==> src/rtl/tcap_pkg.sv <==
package tcap_pkg;

   typedef enum logic [1:0] {
      EDGE_OFF  = 2'b00,
      EDGE_RISE = 2'b01,
      EDGE_FALL = 2'b10,
      EDGE_BOTH = 2'b11
   } edge_sel_e;

   localparam int unsigned REG_CTRL = 0;
   localparam int unsigned REG_FLAG = 1;
   localparam int unsigned REG_CAP0 = 2;

endpackage

==> src/rtl/tcap_sync.sv <==
module tcap_sync #(
   parameter int STAGES = 2
) (
   input  logic clk_i,
   input  logic rst_ni,
   input  logic pin_i,
   output logic rise_o,
   output logic fall_o
);

   if (STAGES < 2) begin : g_bad_stages
      $error("tcap_sync: STAGES must be at least 2");
   end

   logic [STAGES-1:0] chain_q;
   logic              prev_q;

   always_ff @(posedge clk_i or negedge rst_ni) begin
      if (!rst_ni) begin
         chain_q <= '0;
         prev_q  <= 1'b0;
      end else begin
         chain_q <= {chain_q[STAGES-2:0], pin_i};
         prev_q  <= chain_q[STAGES-1];
      end
   end

   assign rise_o =  chain_q[STAGES-1] & ~prev_q;
   assign fall_o = ~chain_q[STAGES-1] &  prev_q;

endmodule

==> src/rtl/tcap_chan.sv <==
module tcap_chan #(
   parameter int CNT_W = 16
) (
   input  logic             clk_i,
   input  logic             rst_ni,
   input  logic             rise_i,
   input  logic             fall_i,
   input  logic [1:0]       sel_i,
   input  logic             enable_i,
   input  logic [CNT_W-1:0] cnt_i,
   output logic             hit_o,
   output logic [CNT_W-1:0] cap_o
);
   import tcap_pkg::*;

   logic             edge_ok;
   logic [CNT_W-1:0] cap_q;

   always_comb begin
      case (edge_sel_e'(sel_i))
         EDGE_RISE: edge_ok = rise_i;
         EDGE_FALL: edge_ok = fall_i;
         EDGE_BOTH: edge_ok = rise_i | fall_i;
         default:   edge_ok = 1'b0;
      endcase
   end

   assign hit_o = edge_ok & enable_i;

   always_ff @(posedge clk_i or negedge rst_ni) begin
      if (!rst_ni)    cap_q <= '1;
      else if (hit_o) cap_q <= cnt_i;
   end

   assign cap_o = cap_q;

endmodule

==> src/rtl/tcap_regs.sv <==
module tcap_regs #(
   parameter int NUM_CH = 4,
   parameter int CNT_W  = 16,
   parameter int DATA_W = 16,
   parameter int ADDR_W = 3
) (
   input  logic                          clk_i,
   input  logic                          rst_ni,
   input  logic                          wr_en_i,
   input  logic                          rd_en_i,
   input  logic [ADDR_W-1:0]             addr_i,
   input  logic [DATA_W-1:0]             wdata_i,
   input  logic [NUM_CH-1:0]             hit_i,
   input  logic [NUM_CH-1:0][CNT_W-1:0]  caps_i,
   output logic [NUM_CH-1:0][1:0]        sel_o,
   output logic                          in_mode_o,
   output logic [NUM_CH-1:0]             flag_o,
   output logic [DATA_W-1:0]             rdata_o
);
   import tcap_pkg::*;

   localparam int CTRL_W = 2 * NUM_CH + 1;

   logic [CTRL_W-1:0] ctrl_q;
   logic [NUM_CH-1:0] flag_q;
   logic [NUM_CH-1:0] clr_mask;
   logic [DATA_W-1:0] rd_mux;
   logic [DATA_W-1:0] rdata_q;
   logic              wr_ctrl;
   logic              wr_flag;
   logic              unused_wbits;

   assign wr_ctrl      = wr_en_i && (addr_i == ADDR_W'(REG_CTRL));
   assign wr_flag      = wr_en_i && (addr_i == ADDR_W'(REG_FLAG));
   assign clr_mask     = wr_flag ? wdata_i[NUM_CH-1:0] : '0;
   assign unused_wbits = ^wdata_i[DATA_W-1:CTRL_W];

   always_ff @(posedge clk_i or negedge rst_ni) begin
      if (!rst_ni)      ctrl_q <= '0;
      else if (wr_ctrl) ctrl_q <= wdata_i[CTRL_W-1:0];
   end

   always_ff @(posedge clk_i or negedge rst_ni) begin
      if (!rst_ni) flag_q <= '0;
      else         flag_q <= (flag_q & ~clr_mask) | hit_i;
   end

   always_comb begin
      rd_mux = '0;
      if (addr_i == ADDR_W'(REG_CTRL)) begin
         rd_mux[CTRL_W-1:0] = ctrl_q;
      end else if (addr_i == ADDR_W'(REG_FLAG)) begin
         rd_mux[NUM_CH-1:0] = flag_q;
      end else begin
         for (int k = 0; k < NUM_CH; k++) begin
            if (addr_i == ADDR_W'(REG_CAP0 + k)) rd_mux[CNT_W-1:0] = caps_i[k];
         end
      end
   end

   always_ff @(posedge clk_i or negedge rst_ni) begin
      if (!rst_ni)      rdata_q <= '0;
      else if (rd_en_i) rdata_q <= rd_mux;
   end

   for (genvar k = 0; k < NUM_CH; k++) begin : g_sel
      assign sel_o[k] = ctrl_q[2*k+1 -: 2];
   end

   assign in_mode_o = ctrl_q[CTRL_W-1];
   assign flag_o    = flag_q;
   assign rdata_o   = rdata_q;

endmodule

==> src/rtl/tmr_capture_top.sv <==
module tmr_capture_top #(
   parameter int NUM_CH      = 4,
   parameter int CNT_W       = 16,
   parameter int DATA_W      = 16,
   parameter int SYNC_STAGES = 2,
   parameter bit SHARED_LAST = 1'b1,
   localparam int ADDR_W     = $clog2(NUM_CH + 2)
) (
   input  logic              clk_i,
   input  logic              rst_ni,
   input  logic [NUM_CH-1:0] cap_pin_i,
   input  logic [CNT_W-1:0]  count_i,
   input  logic              wr_en_i,
   input  logic              rd_en_i,
   input  logic [ADDR_W-1:0] addr_i,
   input  logic [DATA_W-1:0] wdata_i,
   output logic [DATA_W-1:0] rdata_o,
   output logic [NUM_CH-1:0] cap_flag_o
);

   if (NUM_CH < 1) begin : g_bad_nch
      $error("tmr_capture_top: NUM_CH must be at least 1");
   end
   if (CNT_W < 1 || CNT_W > DATA_W) begin : g_bad_cnt
      $error("tmr_capture_top: CNT_W must lie in 1..DATA_W");
   end
   if (2 * NUM_CH + 1 >= DATA_W) begin : g_bad_ctrl
      $error("tmr_capture_top: control word does not fit DATA_W");
   end

   logic [NUM_CH-1:0]            hit;
   logic [NUM_CH-1:0]            rise;
   logic [NUM_CH-1:0]            fall;
   logic [NUM_CH-1:0]            ch_en;
   logic [NUM_CH-1:0][CNT_W-1:0] cap_val;
   logic [NUM_CH-1:0][1:0]       sel;
   logic                         in_mode;

   for (genvar k = 0; k < NUM_CH; k++) begin : g_ch
      if (SHARED_LAST && k == NUM_CH - 1) begin : g_shared
         assign ch_en[k] = in_mode;
      end else begin : g_plain
         assign ch_en[k] = 1'b1;
      end

      tcap_sync #(.STAGES(SYNC_STAGES)) u_sync (
         .clk_i  (clk_i),
         .rst_ni (rst_ni),
         .pin_i  (cap_pin_i[k]),
         .rise_o (rise[k]),
         .fall_o (fall[k])
      );

      tcap_chan #(.CNT_W(CNT_W)) u_chan (
         .clk_i    (clk_i),
         .rst_ni   (rst_ni),
         .rise_i   (rise[k]),
         .fall_i   (fall[k]),
         .sel_i    (sel[k]),
         .enable_i (ch_en[k]),
         .cnt_i    (count_i),
         .hit_o    (hit[k]),
         .cap_o    (cap_val[k])
      );
   end

   tcap_regs #(
      .NUM_CH (NUM_CH),
      .CNT_W  (CNT_W),
      .DATA_W (DATA_W),
      .ADDR_W (ADDR_W)
   ) u_regs (
      .clk_i     (clk_i),
      .rst_ni    (rst_ni),
      .wr_en_i   (wr_en_i),
      .rd_en_i   (rd_en_i),
      .addr_i    (addr_i),
      .wdata_i   (wdata_i),
      .hit_i     (hit),
      .caps_i    (cap_val),
      .sel_o     (sel),
      .in_mode_o (in_mode),
      .flag_o    (cap_flag_o),
      .rdata_o   (rdata_o)
   );

endmodule

==> config.mk <==
export PLATFORM = sky130hd
export DESIGN_NAME = tmr_capture_top
export DESIGN_NICKNAME = d
export VERILOG_FILES = /design/src/rtl/tcap_pkg.sv /design/src/rtl/tcap_sync.sv /design/src/rtl/tcap_chan.sv /design/src/rtl/tcap_regs.sv /design/src/rtl/tmr_capture_top.sv
export SDC_FILE = /design/constraint.sdc
export NUM_CORES = 1
export LEC_CHECK = 0
export BUFFER_PORTS_ARGS = -buffer_cell sky130_fd_sc_hd__buf_2
export CAP_MARGIN = 25
export CORE_ASPECT_RATIO = 1.2
export CORE_UTILIZATION = 40
export DETAILED_ROUTE_END_ITERATION = 6
export PLACE_DENSITY = 0.68
export RECOVER_POWER = 100
export SYNTH_ARGS = -nofsm -noshare
export SYNTH_HDL_FRONTEND = slang
export SYNTH_SLANG_ARGS = --single-unit
==> constraint.sdc <==
create_clock -name clk_i -period 1.6 [get_ports clk_i]
set_clock_uncertainty 0.05 [all_clocks]
set_input_delay 0.24 -clock clk_i [delete_from_list [all_inputs] [get_ports clk_i]]
set_output_delay 0.24 -clock clk_i [all_outputs]
set_load 0.1 [all_outputs]
=== Word-level counts from Yosys, hierarchy flattened ===
Index checks and enable logic that the tools add are counted.

* Register bits after elaboration: 105
* Bits of input ports: 43

* Equality and inequality tests: 17
* Muxes and demuxes: 13
* Reductions and logical operators: 3
* Bitwise logic cells: 24

{| class="wikitable"
|+ Operators by type and width
! kind !! number
|-
| 16-bit 2-to-1 mux || 4
|-
| 2-bit equality test, second input constant || 8
|-
| 12-bit 2-to-1 mux || 1
|-
| 1-bit one-hot mux with 3 select lines || 4
|-
| 1-bit bitwise AND || 9
|-
| 9-bit 2-to-1 mux || 1
|-
| 2-bit by 1-bit equality test with 1-bit output, second input constant || 4
|-
| 4-bit 2-to-1 mux || 2
|-
| 1-bit inverter || 8
|-
| 7-bit 2-to-1 mux || 1
|-
| 3-bit by 2-bit equality test with 1-bit output, second input constant || 2
|-
| 3-bit equality test, second input constant || 2
|-
| 4-bit bitwise AND || 1
|-
| 4-bit inverter || 1
|-
| 1-bit bitwise OR || 4
|-
| 4-bit bitwise OR || 1
|-
| 3-bit by 1-bit equality test with 1-bit output, second input constant || 1
|-
| 3-bit logical NOT || 1
|-
| 1-bit logical AND || 2
|}

=== Depth between registers and ports, before layout ===
Gate-level depths: netlist of run 1.

* Word-level depth: 7
* Depth in mapped cells: 7
* Gate-level depth less buffers: 6

=== Hierarchy ===
From an unflattened synthesis of run 1, not the netlist that was laid out.

* Cells, all modules: 355
* Area, all modules: 4941.0 um^2

{| class="wikitable"
|+ Modules (own cells, without submodules)
! module !! cells each !! area an instance (um^2) !! instances !! seq. area each (um^2)
|-
| tcap_chan || 36 || 695.7 || 4 || 420.4
|-
| tcap_regs || 190 || 1794.2 || 1 || 725.7
|-
| tcap_sync || 5 || 90.1 || 4 || 75.1
|-
| tmr_capture_top || 1 || 3.8 || 1 || 0.0
|}

=== Worst setup path after synthesis of run 1 ===
OpenSTA, ideal clock, no wires.

* Path kind: reg2reg
* Start point: reg g_ch[0].u_sync.chain_q[1]
* End point: reg g_ch[0].u_chan.cap_q[10]
* Library setup time: 82 ps
* Stages on the path, launching flop included: 6
* Path slack: -101 ps
* Path buffers: 1
* Period minus slack after synthesis: 1701 ps
* Required time: 1468 ps
* Data arrival time: 1569 ps
* Path through: dfrtp_1 > ha_1 > a21oi_1 > a21oi_2 > buf_4 > mux2_2

* Longest elaborated chain between the ends: 4

{| class="wikitable"
|+ RTL lines
! what !! RTL line !! text
|-
| start, declared || tcap_sync.sv:15 || <nowiki>logic [STAGES-1:0] chain_q;</nowiki>
|-
| start signal, assigned || tcap_sync.sv:23 || <nowiki>chain_q <= {chain_q[STAGES-2:0], pin_i};</nowiki>
|-
| 1-bit inverter || tcap_sync.sv:29 || <nowiki>assign fall_o = ~chain_q[STAGES-1] & prev_q;</nowiki>
|-
| 1-bit bitwise AND || tcap_sync.sv:29 ||
|-
| 1-bit bitwise OR || tcap_chan.sv:23 || <nowiki>EDGE_BOTH: edge_ok = rise_i | fall_i;</nowiki>
|-
| 1-bit one-hot mux with 3 select lines (*) || tcap_chan.sv:20 || <nowiki>case (edge_sel_e'(sel_i))</nowiki>
|-
| end signal, assigned || tcap_chan.sv:32 || <nowiki>else if (hit_o) cap_q <= cnt_i;</nowiki>
|-
| end, declared || tcap_chan.sv:17 || <nowiki>logic [CNT_W-1:0] cap_q;</nowiki>
|}

Every way passes the cells marked *; elsewhere a longest branch is shown, timed or not.
A chain may end at the register's enable or synchronous reset.

=== Final worst setup path of run 1 ===
* Start point: reg g_ch[3].u_sync.chain_q[1]
* End point: reg g_ch[3].u_chan.cap_q[9]

* Longest elaborated chain between the ends: 5

{| class="wikitable"
|+ RTL lines
! what !! RTL line !! text
|-
| start, declared || tcap_sync.sv:15 ||
|-
| start signal, assigned || tcap_sync.sv:23 ||
|-
| 1-bit inverter || tcap_sync.sv:29 ||
|-
| 1-bit bitwise AND || tcap_sync.sv:29 ||
|-
| 1-bit bitwise OR || tcap_chan.sv:23 ||
|-
| 1-bit one-hot mux with 3 select lines (*) || tcap_chan.sv:20 ||
|-
| 1-bit bitwise AND (*) || tcap_chan.sv:28 || <nowiki>assign hit_o = edge_ok & enable_i;</nowiki>
|-
| end signal, assigned || tcap_chan.sv:32 ||
|-
| end, declared || tcap_chan.sv:17 ||
|}

Marked as above.

==> results.cfg, run 1 <==
[route]
vias = 3056
drt-initial-drc-count = 80
drtPass1Iterations = 4
wl_um = 10420
vias_per_cell = 5.260
ant_nets = 0
drc = 0
post_drt_wl_per_cell_um = 17.93

[clock_network]
cts_tree = yes
htreeDepth = 3
cts_root_buf = clkbuf_16
clk_path_buf_depth = 2
clk_pin_slew_ns = 0.07
clk_latency_ns = 0.34
cts.sinks = 105
cts_buffers = 9

[power_and_ir_drop]
seqPwrFrac_pct = 44.9
p_comb_share_pct = 34.3
power_density_nw_per_um2 = 1805
sw_frac_of_total_pct = 31.78
power_mw = 10.84
power_switching_mw = 3.446
power_frac_clock_pct = 20.7
p_leak_nw = 2.737
p_int_mw = 7.396
ir_worst_vdd_uv = 907.0

[worst_setup_path]
critical_path.endpoint_type = flop
crit_type = reg -> reg
max_stage_delay_ns = 0.40
crit_chain = ha_1, nand2b_4, a21boi_4, o21ai_4, buf_12, mux2_1
cp-start-kind = flop
worst-path-buf-inv = 1
cp_max_fo = 17
critPathSlowestCell = dfrtp_1
critical-path-top-delay-family = flip-flops
cp.arrival_ns = 1.91
worstPathRequired_ns = 1.83

[global_routing]
top_usage_layer = met2
grt_pass1_wl_um = 17150
grt_util_met2_pct = 30.95
grtUsageMet1_pct = 23.68
grt.overflow.total = 0
grt_max_degree = 36
met3_usage_pct = 3.468
antenna_found_initial = 1
track_usage_pct = 18.60
grt_pass1_vias = 3323

[cells_and_area]
most-common-layout-cells = mux2_4 (62), dfstp_2 (61), dfrtp_1 (41)
num-nets-final = 472
register_area_um2 = 2708
final_cells = 581
layout-drive-gt1-share_pct = 57.04
n_fill_cell = 936
layout_commonest_cell = mux2_4
utilization_pct = 53.66
finalInstanceArea_um2 = 6006
syn_to_final_growth_pct = 28.48
multi_input_area_um2 = 2126

[sta]
fin_ws_ns = -0.08285
finalCriticalPeriod_ns = 1.683
rsz0062_at_grt = true
hold-worst-slack_ns = 0.07673
worstMarginPinSlew_ns = 0.7618
setup_violations = 48
maxSlewViolCount = 0
max_freq_mhz = 594.2
period_share_pct = 105.2
timing.slew.headroom_pct = 49.21
setup_tns_ns = -2.834
finalHoldViolations = 0

[floorplanning]
io_pins = 63
die_h_um = 120.4
fp.dieW_um = 100.7
core.rowCount = 42
die_area_um2 = 12120
core_area_um2 = 11190
initial_core_util_pct = 41.76

[flow_run]
cap_violations = 0

[logic_synthesis]
yosysSeqAreaShare_pct = 57.92
synthCells = 337
yosysTopAreaCell = dfstp_2
synth_cell_types = 31
synth_top_area_share_pct = 35.97
syn-num-nets = 388
ys_seq_elements = 105
yosysWarnings = 0
synth_area_um2 = 4674
postSynthAreaPerCell_um2 = 13.87
synth_area_leaders = dfstp_2 (36%), dfrtp_1 (22%), mux2_2 (15%)

[placed_design]
pre_cts_ws_ns = -0.07534
placed_cells = 557
place_area_um2 = 5470
place.gp.congestion = 0.7700
numPortBuffers = 55
dp_hpwl_um = 7004

[run_status]
status = complete, but fails checks
violations = negative setup slack

[hold_path]
hp-class = in -> reg
-- state kept, by name (all words and copies together) (netlist names) --
register	count
g_ch.u_chan.cap_o	64
g_ch.u_sync.chain_q	8
g_ch.u_sync.prev_q	4
u_regs.ctrl_q	9
u_regs.flag_o	4
u_regs.rdata_o	16
-- power groups by stage --
stage	clock, mW	sequential, mW	combinational [mW]
after floorplan	0	5.53	1.85
final	2.25	4.87	3.72
after detailed placement	0	4.86	3.35
after global routing	2.38	5.00	3.95
after global placement	0	4.81	3.28
after CTS	2.30	4.86	3.66
-- cells in the mapped netlist --
library cell,number
a21bo_2,2
a21o_1,2
o21ai_1,2
nand2b_1,4
o21a_1,10
a21boi_2,1
o21ai_4,1
nor2b_1,13
and3_1,4
mux2_1,9
o221ai_1,11
nand2_1,14
inv_1,11
buf_4,8
o21ai_2,2
o21ai_0,10
dfrtp_1,41
a221o_1,4
clkbuf_1,3
mux2_2,64
ha_1,8
o22ai_1,5
a31oi_1,5
a311o_1,3
buf_2,3
a21oi_1,2
buf_6,1
dfstp_2,64
mux2i_1,24
nor2_1,5
a21oi_2,1
-- layer usage --
layer	share of wire, %	wire length [um]
met1	43	4509
met5	0	0
met2	51	5360
met4	2.1	223
met3	3.1	326
-- logic make-up (layout without fill, tap and decap cells) --
| family | count (synthesis) | after routing | synth area share, % |
|---|---|---|---|
| muxes | 97 | 97 | 22.72 |
| adders and majority gates | 8 | 8 | 2.141 |
| AOI/OAI and AO/OA | 61 | 61 | 9.904 |
| other | 0 | 1 | 0 |
| and+or+nand+nor | 40 | 40 | 4.336 |
| DFF | 105 | 105 | 57.92 |
| buffers and inverters | 26 | 115 | 2.971 |
-- worst register-to-register path, cell delays in order (launching register included) --
cell and delay, ns:
dfrtp_1 0.40, ha_1 0.28, nand2b_4 0.13, a21boi_4 0.06, o21ai_4 0.15, buf_12 0.20
mux2_1 0.36
-- final timing paths --
path / startpoint / endpoint / slack (ns) / cells after the start
setup / recovery: g_ch[3].u_sync.chain_q[1]$_DFF_PN0_ / g_ch[3].u_chan.cap_o[9]$_DFFE_PN1P_ / -0.08 / 6
hold / removal: wdata_i[7] / u_regs.ctrl_q[7]$_DFFE_PN0P_ / 0.08 / 2
setup reg to reg: g_ch[3].u_sync.chain_q[1]$_DFF_PN0_ / g_ch[3].u_chan.cap_o[9]$_DFFE_PN1P_ / -0.08 / 6
hold reg to reg: g_ch[0].u_sync.chain_q[0]$_DFF_PN0_ / g_ch[0].u_sync.chain_q[1]$_DFF_PN0_ / 0.30 / 0
max in group asynchronous: rst_ni / g_ch[2].u_chan.cap_o[3]$_DFFE_PN1P_ / 0.23 / 3
min in group asynchronous: rst_ni / g_ch[3].u_sync.chain_q[0]$_DFF_PN0_ / 0.45 / 2
-- final cells by class --
class / instances / share of cell area [%]
Clock buffer: 10 / 3.979
Sequential cell: 105 / 45.08
Clock inverter: 6 / 1.063
Tap cell: 154 / 3.208
Multi-Input combinational cell: 206 / 35.40
Inverter: 11 / 0.6875
Timing Repair Buffer: 88 / 10.54
Antenna cell: 1 / 0.04167
-- timing repair --
item,4_1_cts,5_1_grt
hold endpoints to repair,9,0
cloned,1,0
resized for setup,35,13
setup endpoints to repair,55,64
pin swaps,5,2
buffers inserted,1,1
hold buffers,5,0
No activity file was read; power rests on OpenSTA's default activity.
==> inputs of run 2 (changes only) <==
--- a/config.mk
+++ b/config.mk
@@ -14,4 +14,5 @@
 export RECOVER_POWER = 100
 export SYNTH_ARGS = -nofsm -noshare
 export SYNTH_HDL_FRONTEND = slang
+export SYNTH_HIERARCHICAL = 1
 export SYNTH_SLANG_ARGS = --single-unit
==> results.cfg, run 2 <==
[cells_and_area]
layout-drive-gt1-share_pct = 48.50
syn_to_final_growth_pct = 13.22
utilization_pct = 46.40
final_cells = 594
num-nets-final = 471
largest_register_ffs = 64
most-common-layout-cells = dfstp_2 (58), mux2_2 (56), dfrtp_1 (41)
n_antenna_cell = 0
layout_commonest_cell = dfstp_2

[clock_network]
cts.sinks = 105
clk_path_buf_depth = 2
postCtsSetupRepairBufs = 0
clk_pin_slew_ns = 0.06
cts_tree = yes
htreeDepth = 3
clk_latency_ns = 0.35
cts_buffers = 9
cts_root_buf = clkbuf_16

[sta]
finalCriticalPeriod_ns = 1.536
rsz0062_at_grt = false
finalHoldViolations = 0
timing.slew.headroom_pct = 59.16
maxSlewViolCount = 0
period_share_pct = 96.01
setup_tns_ns = 0
setup_violations = 0
max_freq_mhz = 651.0
worstMarginPinSlew_ns = 0.6125

[worst_setup_path]
worstPathRequired_ns = 1.31
cp-start-kind = flop
critPathSlowestCell = clkbuf_2
crit_chain = clkbuf_2
critical-path-top-delay-family = buffers and inverters
max_stage_delay_ns = 0.48
cp_max_fo = 3
cp.arrival_ns = 1.25
crit_type = reg -> out
worst-path-buf-inv = 1
critical_path.endpoint_type = output pin

[route]
vias = 3014
vias_per_cell = 5.074
drc = 0
post_drt_wl_per_cell_um = 17.04
ant_nets = 0
drtPass1Iterations = 4
wl_um = 10120
drt-initial-drc-count = 81

[global_routing]
track_usage_pct = 17.94
antenna_found_initial = 0
grt_max_degree = 50
grt.overflow.total = 0
grt_pass1_vias = 3249
grt_pass1_wl_um = 16770

[logic_synthesis]
synth_area_um2 = 4941
ys_seq_elements = 105
synth_area_leaders = dfstp_2 (34%), dfrtp_1 (21%), mux2_2 (13%)
yosysTopAreaCell = dfstp_2
postSynthAreaPerCell_um2 = 13.92
synthArstFlopShare_pct = 100.0
synth_top_area_share_pct = 34.03
yosysSeqAreaShare_pct = 54.80
synth_common_cells = dfstp_2 (64), mux2_2 (56), dfrtp_1 (41), mux2_4 (36), a21oi_1 (20)
yosysMostFrequentCell = dfstp_2
yosysWarnings = 6
synth-edff-count = 0
synth_flop_cell = dfstp_2
synthCells = 355
synth_cell_types = 31

[floorplanning]
core.rowCount = 44
fp.dieW_um = 103.5
core_area_um2 = 12060
initial_core_util_pct = 40.98
io_pins = 63
die_h_um = 123.8
die_area_um2 = 12800

[flow_run]
cap_violations = 0

[placed_design]
place.gp.congestion = 0.7884
placed_cells = 573
dp_hpwl_um = 7007
numPortBuffers = 55

[run_status]
status = finished clean

[power_and_ir_drop]
p_leak_nw = 2.383
power_density_nw_per_um2 = 1639
ir_worst_vdd_uv = 704.9

[hold_path]
hp-class = in -> reg
[run 2: changes by cell type after synthesis, moves of 7 or more]
cell and delta:
buf_4 -8, ha_1 -8, mux2_1 -9, mux2_4 +36, nor2_1 +8, a21oi_1 +18
o221ai_1 -11, o21a_1 -10, mux2i_1 -19, a22oi_1 +7, mux2_2 -8
[run 2: area by class of cell]
class	count	area (um^2)
Fill cell	1109	6462
Multi-Input combinational cell	221	1861
Inverter	13	48.80
Tap cell	161	201.4
Clock inverter	2	10.01
Sequential cell	105	2708
Clock buffer	14	284.0
Timing Repair Buffer	78	481.7
[run 2: kinds of logic after synthesis]
kind of cell,Yosys count,share of synthesized area (%)
AOI/OAI and AO/OA,61,8.357
and+or+nand+nor,60,7.926
muxes,97,24.72
DFF,105,54.80
buffers and inverters,31,4.128
other,1,0.07590
[run 2: worst paths after layout]
| path | slack [ns] | to | start | depth (start not counted) |
|---|---|---|---|---|
| worst max register to register | 0.09 | g_ch[3].u_chan/cap_o[14]$_DFFE_PN1P_ | g_ch[3].u_sync/chain_q[1]$_DFF_PN0_ | 4 |
| worst min register to register | 0.30 | g_ch[3].u_sync/chain_q[1]$_DFF_PN0_ | g_ch[3].u_sync/chain_q[0]$_DFF_PN0_ | 0 |
| max in group asynchronous | 0.24 | g_ch[2].u_chan/cap_o[11]$_DFFE_PN1P_ | rst_ni | 3 |
| worst max-delay path | 0.06 | cap_flag_o[0] | u_regs/flag_o[0]$_DFF_PN0_ | 1 |
| worst min-delay path | 0.08 | u_regs/ctrl_q[7]$_DFFE_PN0P_ | wdata_i[7] | 2 |
| min in group asynchronous | 0.38 | g_ch[3].u_sync/chain_q[0]$_DFF_PN0_ | rst_ni | 2 |
[run 2: routing by layer]
layer | up-vias | part of all wire (%) | global-route usage [%]
met5 | - | 0 | 0
met4 | 0 | 2.3 | 8.715
met3 | 19 | 3.7 | 2.974
met2 | 59 | 51 | 30.09
met1 | 1541 | 43 | 22.34
li1 | 1395 | - | -
[run 2: metrics by stage]
step,hold WS [ns],area [um^2],total power [mW],setup WS [ns]
after floorplan,-0.1056,4949,6.821,0.1265
after global placement,0.1065,5445,7.321,0.09160
after detailed placement,0.1170,5445,7.452,0.07932
after CTS,0.06885,5789,9.658,0.07386
after global routing,0.08157,5594,9.627,0.02932
final,0.07814,5594,9.169,0.06381
[run 2: repair_timing]
item / in CTS / in global routing
hold buffers: 5 / 0
hold endpoints to repair: 19 / 0
gates resized for setup: 0 / 0
[run 2: report_power, final]
part	total (mW)	leakage, nW	internal [mW]	switching, mW
registers	4.47	1.15	3.99	0.475
clock network	2.16	0.149	1.22	0.942
logic	2.54	1.08	1.01	1.52
total	9.17	2.38	6.23	2.94
==> inputs of run 3 (changes only) <==
--- a/config.mk
+++ b/config.mk
@@ -10,6 +10,7 @@
 export CORE_ASPECT_RATIO = 1.2
 export CORE_UTILIZATION = 40
 export DETAILED_ROUTE_END_ITERATION = 6
+export MAX_ROUTING_LAYER = met4
 export PLACE_DENSITY = 0.68
 export RECOVER_POWER = 100
 export SYNTH_ARGS = -nofsm -noshare
==> results.cfg, run 3 (synthesis results as in run 2) <==
[route]
wl_met1_um = 4416
ant_nets = 0
vias_per_cell = 5.088
top_layer_used = met4
dr_wl_met2_um = 5123
met3_length_um = 372
drt-initial-drc-count = 84
drc = 0
vias = 3022
wl_um = 10150
post_drt_wl_per_cell_um = 17.08
drtPass1Iterations = 4

[worst_setup_path]
rr_endpoint = g_ch[0].u_chan/cap_o[6]$_DFFE_PN1P_
critical-path-top-delay-family = buffers and inverters
cp.arrival_ns = 1.25
worstPathRequired_ns = 1.31
rr_worst_depth = 4
cp_max_fo = 3
r2r_setup_slack_ns = 0.09
crit_chain = clkbuf_2
critPathSlowestCell = clkbuf_2
max_stage_delay_ns = 0.49
crit_type = reg -> out
worst-path-buf-inv = 1
rr_startpoint = g_ch[0].u_sync/chain_q[1]$_DFF_PN0_
cp-start-kind = flop
critical_path.endpoint_type = output pin

[power_and_ir_drop]
power_density_nw_per_um2 = 1640
ir_worst_vdd_uv = 705.5
p_leak_nw = 2.383

[sta]
finalHoldViolations = 0
setup_tns_ns = 0
max_freq_mhz = 648.8
finalCriticalPeriod_ns = 1.541
period_share_pct = 96.33
worstMarginPinSlew_ns = 0.6126
rsz0062_at_grt = false
timing.slew.headroom_pct = 59.16
maxSlewViolCount = 0
setup_violations = 0

[cells_and_area]
utilization_pct = 46.40
num-nets-final = 471
most-common-layout-cells = dfstp_2 (58), mux2_2 (56), dfrtp_1 (41)
n_antenna_cell = 0
layout-drive-gt1-share_pct = 48.50
final_cells = 594
n_fill_cell = 1109
largest_register_ffs = 64
finalInstanceArea_um2 = 5594
layout_commonest_cell = dfstp_2
register_area_um2 = 2708
syn_to_final_growth_pct = 13.22
multi_input_area_um2 = 1861

[clock_network]
cts-resized-gates = 0
clk_latency_ns = 0.35
clk_pin_slew_ns = 0.06
htreeDepth = 3
cts_buffers = 9
cts_tree = yes
clk_path_buf_depth = 2
postCtsSetupRepairBufs = 0
cts_root_buf = clkbuf_16
cts.sinks = 105

[placed_design]
dp_hpwl_um = 7007
place.gp.congestion = 0.7994
place_area_um2 = 5445
placed_cells = 573
numPortBuffers = 55

[hold_path]
holdPathEnd = u_regs/ctrl_q[7]$_DFFE_PN0P_
whs_path_depth = 2
hp-class = in -> reg
min-delay-start = wdata_i[7]

[floorplanning]
initial_core_util_pct = 40.98
core_area_um2 = 12060
core.rowCount = 44
fp.dieW_um = 103.5
io_pins = 63
die_h_um = 123.8
die_area_um2 = 12800

[global_routing]
track_usage_pct = 18.48
grt_pass1_wl_um = 16760
grt_max_degree = 50
grt_pass1_vias = 3250
antenna_found_initial = 0
grt.overflow.total = 0

[run_status]
status = finished clean

[flow_run]
cap_violations = 0
run 3: cell counts in the layout (fill, tap and decap cells not counted):
No cell type changed its count.
run 3: worst max-delay path by stage:
stage	startpoint	to	slack, ns	cells after the start
2_1_floorplan	u_regs/flag_o[0]$_DFF_PN0_	u_regs/rdata_o[0]$_DFFE_PN0P_	0.13	4
5_1_grt	g_ch[1].u_sync/chain_q[1]$_DFF_PN0_	g_ch[1].u_chan/cap_o[15]$_DFFE_PN1P_	0.03	4
4_1_cts	g_ch[2].u_sync/chain_q[1]$_DFF_PN0_	g_ch[2].u_chan/cap_o[13]$_DFFE_PN1P_	0.07	4
3_5_place_dp	addr_i[0]	u_regs/flag_o[1]$_DFF_PN0_	0.08	6
6_report	u_regs/flag_o[0]$_DFF_PN0_	cap_flag_o[0]	0.06	1
3_3_place_gp	addr_i[0]	u_regs/flag_o[1]$_DFF_PN0_	0.09	6
run 3: metal layers:
metal  vias up  global-route usage, %
met4         0                  8.715
met2        57                  30.09
met3        19                  2.974
li1       1393                      -
met5         -                      -
met1      1553                  22.41
run 3: area by class of cell:
| class | count | area share, % |
|---|---|---|
| Clock inverter | 2 | 0.1789 |
| Inverter | 13 | 0.8723 |
| Multi-Input combinational cell | 221 | 33.26 |
| Tap cell | 161 | 3.601 |
| Timing Repair Buffer | 78 | 8.611 |
| Clock buffer | 14 | 5.077 |
| Sequential cell | 105 | 48.40 |
run 3: repair_timing:
item,CTS,global route
hold buffers,5,0
endpoints found under the setup margin,0,0
hold endpoints to repair,19,0
run 3: power by group:
group | leakage [nW] | internal [mW] | total [mW] | switching, mW
Sequential | 1.15 | 3.99 | 4.47 | 0.475
Combinational | 1.08 | 1.01 | 2.54 | 1.52
Clock | 0.149 | 1.22 | 2.16 | 0.943
Total | 2.38 | 6.23 | 9.17 | 2.94
run 3: stage by stage:
stage	hold slack, ns	setup slack, ns	power (mW)
floorplan	-0.1056	0.1265	6.821
global placement	0.1065	0.09160	7.321
detailed placement	0.1170	0.07932	7.452
CTS	0.06885	0.07386	9.658
global route	0.07992	0.02931	9.630
finish	0.07786	0.05873	9.173
